<file path="config.mk">
export PLATFORM = sky130hd
export DESIGN_NAME = irq_level_ctrl
export DESIGN_NICKNAME = d
export VERILOG_FILES = /design/src/rtl/irq_ctrl_pkg.sv /design/src/rtl/irq_line_map.sv /design/src/rtl/irq_edge_track.sv /design/src/rtl/irq_addr_dec.sv /design/src/rtl/irq_level_ctrl.sv
export SDC_FILE = /design/constraint.sdc
export NUM_CORES = 1
export LEC_CHECK = 0
export BUFFER_PORTS_ARGS = -buffer_cell sky130_fd_sc_hd__buf_4
export CAP_MARGIN = 25
export CORE_ASPECT_RATIO = 1.75
export CORE_MARGIN = 5
export CORE_UTILIZATION = 33
export DETAILED_ROUTE_END_ITERATION = 6
export PLACE_DENSITY = 0.63
export SKIP_CTS_REPAIR_TIMING = 1
export SYNTH_ARGS = -nofsm -noshare
export SYNTH_HDL_FRONTEND = slang
export SYNTH_SLANG_ARGS = --single-unit
</file>
<file path="constraint.sdc">
create_clock -name clk_i -period 3.2 [get_ports clk_i]
set_input_delay 0.64 -clock clk_i [delete_from_list [all_inputs] [get_ports clk_i]]
set_output_delay 0.64 -clock clk_i [all_outputs]
set_load 0.02 [all_outputs]
</file>
<file path="src/rtl/irq_ctrl_pkg.sv">
package irq_ctrl_pkg;

    // Register selection produced by the offset decoder
    typedef enum logic [2:0] {
        SEL_STAT = 3'd0,   // pending bits, write-one-to-clear
        SEL_LOAD = 3'd1,   // wholesale status load
        SEL_ENAB = 3'd2,   // enable mask
        SEL_PEND = 3'd3,   // masked view, read only
        SEL_NONE = 3'd4    // unmapped or misaligned
    } reg_sel_e;

    localparam int unsigned NUM_REGS = 4;

endpackage

</file>
<file path="src/rtl/irq_line_map.sv">
// Reorders peripheral inputs so that peripheral n lands on line N-1-n.
module irq_line_map #(
    parameter int unsigned NUM_SRC = 32
) (
    input  logic [NUM_SRC-1:0] periph_i,
    output logic [NUM_SRC-1:0] line_o
);

    for (genvar g = 0; g < NUM_SRC; g++) begin : g_rev
        assign line_o[NUM_SRC-1-g] = periph_i[g];
    end

endmodule

</file>
<file path="src/rtl/irq_edge_track.sv">
// Remembers last sampled levels and reports per-line rising and falling edges.
module irq_edge_track #(
    parameter int unsigned NUM_SRC = 32
) (
    input  logic               clk_i,
    input  logic               rst_ni,
    input  logic [NUM_SRC-1:0] line_i,
    output logic [NUM_SRC-1:0] rise_o,
    output logic [NUM_SRC-1:0] fall_o
);

    logic [NUM_SRC-1:0] level_d, level_q;

    always_comb begin
        level_d = line_i;
        rise_o  = line_i & ~level_q;
        fall_o  = ~line_i & level_q;
    end

    always_ff @(posedge clk_i) begin
        if (!rst_ni) begin
            level_q <= '0;
        end else begin
            level_q <= level_d;
        end
    end

endmodule

</file>
<file path="src/rtl/irq_addr_dec.sv">
// Maps a byte offset to a register selection; misaligned or out-of-range is SEL_NONE.
module irq_addr_dec
    import irq_ctrl_pkg::*;
#(
    parameter int unsigned ADDR_W = 4
) (
    input  logic [ADDR_W-1:0] addr_i,
    output reg_sel_e          sel_o
);

    localparam int unsigned IDX_W = ADDR_W - 2;

    logic [IDX_W-1:0] idx;

    always_comb begin
        idx   = addr_i[ADDR_W-1:2];
        sel_o = SEL_NONE;
        if (addr_i[1:0] == 2'b00) begin
            if (idx == IDX_W'(0))      sel_o = SEL_STAT;
            else if (idx == IDX_W'(1)) sel_o = SEL_LOAD;
            else if (idx == IDX_W'(2)) sel_o = SEL_ENAB;
            else if (idx == IDX_W'(3)) sel_o = SEL_PEND;
        end
    end

endmodule

</file>
<file path="src/rtl/irq_level_ctrl.sv">
module irq_level_ctrl
    import irq_ctrl_pkg::*;
#(
    parameter int unsigned NUM_SRC = 32,
    parameter int unsigned ADDR_W  = 4
) (
    input  logic               clk_i,
    input  logic               rst_ni,
    input  logic [NUM_SRC-1:0] periph_irq_i,
    input  logic               bus_wr_i,
    input  logic               bus_rd_i,
    input  logic [ADDR_W-1:0]  bus_addr_i,
    input  logic [NUM_SRC-1:0] bus_wdata_i,
    output logic [NUM_SRC-1:0] bus_rdata_o,
    output logic               bus_err_o,
    output logic               cpu_irq_o
);

    typedef struct packed {
        logic [NUM_SRC-1:0] status;
        logic [NUM_SRC-1:0] enable;
        logic [NUM_SRC-1:0] rdata;
        logic               irq;
        logic               err;
    } state_t;

    state_t st_d, st_q;

    logic [NUM_SRC-1:0] line;
    logic [NUM_SRC-1:0] rise;
    logic [NUM_SRC-1:0] fall;
    reg_sel_e           sel;

    // Exposed for the bound checker
    logic [NUM_SRC-1:0] status_q;
    logic [NUM_SRC-1:0] enable_q;

    irq_line_map #(.NUM_SRC(NUM_SRC)) u_map (
        .periph_i (periph_irq_i),
        .line_o   (line)
    );

    irq_edge_track #(.NUM_SRC(NUM_SRC)) u_track (
        .clk_i  (clk_i),
        .rst_ni (rst_ni),
        .line_i (line),
        .rise_o (rise),
        .fall_o (fall)
    );

    irq_addr_dec #(.ADDR_W(ADDR_W)) u_dec (
        .addr_i (bus_addr_i),
        .sel_o  (sel)
    );

    logic [NUM_SRC-1:0] base_status;
    logic [NUM_SRC-1:0] rd_val;
    logic               bad_wr;
    logic               bad_rd;

    always_comb begin
        st_d        = st_q;
        base_status = st_q.status;
        rd_val      = '0;
        bad_wr      = 1'b0;
        bad_rd      = 1'b0;

        if (bus_wr_i) begin
            unique case (sel)
                SEL_STAT: base_status = st_q.status & ~bus_wdata_i;
                SEL_LOAD: base_status = bus_wdata_i;
                SEL_ENAB: st_d.enable = bus_wdata_i;
                SEL_PEND: bad_wr      = 1'b1;
                default:  bad_wr      = 1'b1;
            endcase
        end

        if (bus_rd_i) begin
            unique case (sel)
                SEL_STAT: rd_val = st_q.status;
                SEL_LOAD: begin
                    rd_val = st_q.status;
                    bad_rd = 1'b1;
                end
                SEL_ENAB: rd_val = st_q.enable;
                SEL_PEND: rd_val = st_q.status & st_q.enable;
                default: begin
                    rd_val = '0;
                    bad_rd = 1'b1;
                end
            endcase
        end

        // Source edges take precedence over the bus for the bits they touch
        st_d.status = (base_status | rise) & ~fall;
        st_d.irq    = |(st_d.status & st_d.enable);
        st_d.rdata  = bus_rd_i ? rd_val : st_q.rdata;
        st_d.err    = bad_wr | bad_rd;
    end

    always_ff @(posedge clk_i) begin
        if (!rst_ni) begin
            st_q <= '0;
        end else begin
            st_q <= st_d;
        end
    end

    assign status_q    = st_q.status;
    assign enable_q    = st_q.enable;
    assign bus_rdata_o = st_q.rdata;
    assign bus_err_o   = st_q.err;
    assign cpu_irq_o   = st_q.irq;

endmodule

</file>
==> impl_metrics.csv, run 1 <==
group,metric,value,unit
clock_network,h-tree-depth,4,
timing,setup_total_negative_slack,0,ps
timing,hold_viol_final,0,
cells_and_area,diodes,0,
cells_and_area,drive_gt1_frac,0.238,
power_and_ir_drop,internal-power,3120,uW
synth,ys_types,49,
floorplanning,placeableCoreArea,17400,um2
clock_network,numCtsBuffers,17,
power_and_ir_drop,leakagePower,0.00318,uW
timing,worstMarginPinSlew,697,ps
clock_network,cts_tree,"done",
floorplanning,start_util,0.333,
power_and_ir_drop,power_frac_seq,0.415,
setup_path,worstSetupStartpoint,"bus_addr_i[1]",
cells_and_area,fill_cells,1768,
synth,ys.flop_type,"dfxtp_1",
setup_path,required,3470,ps
power_and_ir_drop,pwr-share-clk,0.479,
power_and_ir_drop,swShare,0.248,
synth,syn-instance-count,653,
clock_network,clockBufferDepth,2,
route,vias_per_cell,5.14,
place,place_area,6890,um2
run_status,violations,"DRC",
route,wl_per_cell,17.1,um
route,firstDrtPassIters,7,
grt,antenna_found_initial,0,
clock_network,clkLatencyLatePin,410,ps
place,portBuffers,105,
timing,fmax,384,MHz
clock_network,clock-sinks,130,
floorplanning,die-area,20400,um2
cells_and_area,area_growth,29.5,%
timing,maxSlewHeadroom,0.535,
setup_path,crit_arrival,2880,ps
clock_network,cts-root-buf,"clkbuf_16",
setup_path,crit_path_end_kind,"flip-flop",
timing,setup_ws,594,ps
clock_network,clk_pin_slew,60,ps
synth,async_reset_ff_frac,0,
synth,syn-num-nets,725,
min_path,min_path_type,"input pin to flip-flop",
timing,min_period,2610,ps
power_and_ir_drop,combPwrFrac,0.106,
setup_path,worst-setup-path-type,"input pin to flip-flop",
route,drc,10,
cells_and_area,multiInputGateArea,2890,um2
floorplanning,die_w,110,um
min_path,worstHoldStart,"periph_irq_i[9]",
grt,grt_pass1_vias,5077,
route,vias,5154,
cells_and_area,mostFrequentLayoutCells,"dfxtp_1 (130), buf_4 (130), nor2_1 (80), nand2b_1 (64), a21oi_1 (47)",
route,drt_iter0_markers,355,
power_and_ir_drop,vdd_drop_max,354,uV
timing,setup_viol,0,
power_and_ir_drop,switchingPower,1030,uW
timing,drv_slew,0,
setup_path,reg2reg_from,"status_q[18]$_SDFF_PN0_",
power_and_ir_drop,p_total,4140,uW
place,pre_cts_ws,159,ps
timing,rsz0062_at_grt,"false",
synth,netlist_area,5790,um2
place,place_hpwl,12100,um
synth,ys_seq_area_frac,0.449,
grt,grt_pass1_wl,26800,um
grt,grt_usage,0.170,
cells_and_area,seq_area,2600,um2
route,antenna_left,0,
route,drt-total-wl,17200,um
floorplanning,fp-row-count,64,
timing,skew,7.11,ps
grt,globalRouteOverflowTotal,0,
synth,syn_avg_cell_area,8.87,um2
floorplanning,die-height,185,um
floorplanning,ioPinCount,106,
run_status,status,"finished, violations left",
flow_run,drv_cap,0,
place,gp_congestion,0.828,
synth,synth_edf_count,0,
synth,synth-seq-cells,130,
setup_path,cp-start-kind,"input pin",
setup_path,cp_max_fo,13,
cells_and_area,fin_area,7500,um2
power_and_ir_drop,powerDensity,552,nW/um2
cells_and_area,finish.utilization,0.432,
synth,yosys_warnings,0,
grt,grt_max_degree,66,
timing,timing.final.crit_share,0.815,
cells_and_area,fin_nets,831,
cell usage after synthesis, drive strengths merged, types with 2 or more instances:
cell,n,area [um2]
mux2,9,101
dfxtp,130,2600
a22oi,14,105
a32oi,3,26.3
a311oi,8,70.1
inv,32,120
clkbuf,34,129
o21ai,32,171
o221ai,8,70.1
nand2,25,93.8
maj3,18,181
nand2b,64,400
nor3b,7,57.6
a2111o,2,22.5
a31oi,2,12.5
mux2i,22,220
nor2,81,304
a211oi,2,15.0
a21oi,47,235
nor2b,10,62.6
o2111ai,33,289
a22o,6,52.6
nand3b,2,15.0
and2,31,194
o22ai,5,31.3
buf,10,62.6
layer usage:
| layer | vias up | part of all wire | track usage |
|---|---|---|---|
| met5 | - | 0 | 0 |
| met3 | 30 | 0.065 | 0.0324 |
| met1 | 2406 | 0.40 | 0.205 |
| li1 | 2523 | - | - |
| met4 | 0 | 0.026 | 0.0725 |
| met2 | 195 | 0.51 | 0.291 |
through the flow:
stage	hold slack (ps)	cells
after CTS	437	1003
after detailed placement	463	971
after global routing	451	1003
final	444	1003
after global placement	460	971
after floorplan	463	653
power by group through the flow:
stage                     Combinational, uW  Clock [uW]  Sequential (uW)
final                                   439        1980             1720
after global routing                    483        2080             1730
after CTS                               442        2020             1720
after detailed placement                440           0             1760
after global placement                  436           0             1760
after floorplan                         232           0             1760
cells by family (layout without fill, tap and decap cells):
kind of cell	after synthesis	count (layout)	synth area share
and+or+nand+nor	227	227	0.206
AOI/OAI and AO/OA	171	171	0.204
muxes	31	31	0.0555
buffers and inverters	76	195	0.0538
adders and majority gates	18	18	0.0313
DFF	130	130	0.449
final cells by class:
class | instances | area share
clock buffers | 17 | 0.0567
clock inverters | 15 | 0.0244
flip-flops and latches | 130 | 0.347
multi-input cells | 447 | 0.385
repair buffers | 131 | 0.133
well taps | 231 | 0.0385
inverters | 32 | 0.0160
state kept, by name, summed over array words and instances, names as in the netlist:
name,count
bus_rdata_o,32
status_q,32
cpu_irq_o,1
u_track.level_q,32
bus_err_o,1
enable_q,32
final timing paths:
| path | to | slack (ps) | cells past startpoint |
|---|---|---|---|
| worst min register to register | bus_rdata_o[18]$_SDFFE_PN0P_ | 470 | 2 |
| worst min-delay path | u_track.level_q[22]$_SDFF_PN0_ | 440 | 2 |
| worst max-delay path | cpu_irq_o$_SDFF_PN0_ | 590 | 9 |
| worst max register to register | cpu_irq_o$_SDFF_PN0_ | 1250 | 6 |
critical path, stage by stage:
cell and delay [ps]:
buf_4 140, or4b_4 680, o21ai_1 210, o221ai_1 130, nor3b_1 170, a2111o_1 360, nor4_1 300, buf_4 160
a41oi_1 100
Power figures use the tool's default switching activity.
==> run 2: changes to the inputs <==
- PLACE_DENSITY: 0.63 -> 0.65
- clock period: 3.2 -> 2.31 ns (I/O delays scaled with it)
==> impl_metrics.csv, run 2 (same netlist as run 1, synthesis figures left out) <==
group,metric,value,unit
run_status,violations,"setup timing",
floorplanning,die-height,185,um
clock_network,numCtsBuffers,17,
timing,timing.final.crit_share,1.04,
floorplanning,ioPinCount,106,
min_path,min_path_type,"input pin to flip-flop",
timing,fmax,417,MHz
run_status,status,"finished, violations left",
timing,drv_slew,0,
cells_and_area,diodes,0,
grt,grt_pass1_vias,5200,
floorplanning,start_util,0.333,
clock_network,clockBufferDepth,2,
cells_and_area,layout_commonest_cell,"buf_4",
cells_and_area,area_growth,38.5,%
cells_and_area,multiInputGateArea,2940,um2
setup_path,reg2regPathDepth,6,
setup_path,reg2reg_to,"cpu_irq_o$_SDFF_PN0_",
power_and_ir_drop,leakagePower,0.00343,uW
timing,worstMarginPinSlew,441,ps
timing,skew,5.35,ps
grt,grt_usage,0.172,
clock_network,cts_tree,"done",
place,place_hpwl,12300,um
timing,hold_viol_final,0,
grt,antenna_found_initial,0,
grt,grt.met2_usage,0.294,
floorplanning,die-area,20400,um2
power_and_ir_drop,powerDensity,753,nW/um2
timing,maxSlewHeadroom,0.706,
route,wl_per_cell,17.0,um
min_path,whs_path_depth,2,
route,vias,5374,
route,drt-total-wl,17800,um
cells_and_area,seq_area,2600,um2
grt,grt_util_met3,0.0408,
cells_and_area,mostFrequentLayoutCells,"buf_4 (158), dfxtp_1 (130), nor2_1 (80), nand2b_1 (64), a21oi_1 (47)",
min_path,worstHoldStart,"periph_irq_i[24]",
place,portBuffers,105,
place,gp_congestion,0.833,
timing,min_period,2400,ps
setup_path,required,2580,ps
setup_path,reg2reg_slack,420,ps
grt,grt_max_degree,52,
clock_network,clk_pin_slew,60,ps
route,antenna_left,0,
clock_network,h-tree-depth,4,
floorplanning,die_w,110,um
clock_network,clkLatencyLatePin,410,ps
setup_path,cp_max_fo,7,
route,vias_per_cell,5.15,
cells_and_area,fin_nets,872,
timing,setup_viol,1,
setup_path,crit_arrival,2670,ps
grt,gr-max-usage-layer,"met2",
setup_path,cp-start-kind,"input pin",
route,firstDrtPassIters,5,
clock_network,clock-sinks,130,
cells_and_area,finish.utilization,0.461,
setup_path,crit_path_end_kind,"flip-flop",
timing,setup_ws,-88.2,ps
setup_path,reg2reg_from,"status_q[19]$_SDFF_PN0_",
power_and_ir_drop,vdd_drop_max,448,uV
route,drt_iter0_markers,309,
flow_run,drv_cap,0,
floorplanning,placeableCoreArea,17400,um2
cells_and_area,fill_cells,1668,
cells_and_area,drive_gt1_frac,0.288,
clock_network,cts-root-buf,"clkbuf_16",
setup_path,worst-setup-path-type,"input pin to flip-flop",
timing,hold_ws,264,ps
grt,grt_util_met1,0.201,
min_path,min_to,"u_track.level_q[7]$_SDFF_PN0_",
grt,grt_pass1_wl,27100,um
grt,globalRouteOverflowTotal,0,
timing,rsz0062_at_grt,"true",
route,drc,0,
floorplanning,fp-row-count,64,
-- run 2: cell types whose count changed in the layout (fill, tap and decap cells not counted), moves of 2 or more --
cell | previous run | this run
buf_4 | 130 | 158
o21ai_2 | 3 | 5
bufinv_16 | 3 | 5
o21ai_1 | 5 | 3
buf_6 | 0 | 4
buf_12 | 1 | 8
-- run 2: worst max-delay path, cell delays in order --
cell      delay, ps
buf_12          110
or4b_4          650
o21ai_2         180
o221ai_1        130
nor3b_2         170
a2111o_1        410
nor4_1          290
buf_4           180
a41oi_2          90
-- run 2: how the worst max path moves through the flow --
| stage | cells past startpoint | startpoint | to | slack [ps] |
|---|---|---|---|---|
| after floorplan | 9 | bus_addr_i[2] | cpu_irq_o$_SDFF_PN0_ | -200 |
| after global routing | 10 | bus_addr_i[0] | cpu_irq_o$_SDFF_PN0_ | -120 |
| after detailed placement | 9 | bus_addr_i[1] | cpu_irq_o$_SDFF_PN0_ | -520 |
| after CTS | 9 | bus_addr_i[1] | cpu_irq_o$_SDFF_PN0_ | -110 |
| after global placement | 9 | bus_addr_i[1] | cpu_irq_o$_SDFF_PN0_ | -520 |
| final | 9 | bus_addr_i[0] | cpu_irq_o$_SDFF_PN0_ | -90 |
-- run 2: final cells by class --
cell class	instances	area share
inverters	32	0.0150
well taps	231	0.0360
multi-input cells	448	0.367
repair buffers	171	0.175
flip-flops and latches	130	0.325
clock inverters	15	0.0289
clock buffers	17	0.0531
-- run 2: layer usage --
metal | part of all wire | vias up | routed length (um)
met3 | 0.046 | 37 | 822
met5 | 0 | - | 0
met2 | 0.51 | 135 | 9040
met4 | 0.038 | 0 | 669
li1 | - | 2608 | -
met1 | 0.41 | 2594 | 7260
-- run 2: per-stage QoR --
| stage | area [um2] | TNS (ps) | setup slack (ps) | std cells | total power [uW] |
|---|---|---|---|---|---|
| floorplan | 5790 | -198 | -198 | 653 | 2760 |
| finish | 8020 | -88.2 | -88.2 | 1044 | 6040 |
| global placement | 7230 | -1050 | -518 | 1006 | 3080 |
| global route | 8020 | -122 | -122 | 1044 | 6260 |
| detailed placement | 7230 | -1390 | -523 | 1006 | 3080 |
| CTS | 7890 | -110 | -110 | 1038 | 6060 |
-- run 2: power by group --
part | leakage (uW) | internal [uW] | switching [uW]
sequential | 0.00107 | 2340 | 49.9
clock | 0.000319 | 1930 | 1050
combinational | 0.00204 | 328 | 352
total | 0.00343 | 4590 | 1450
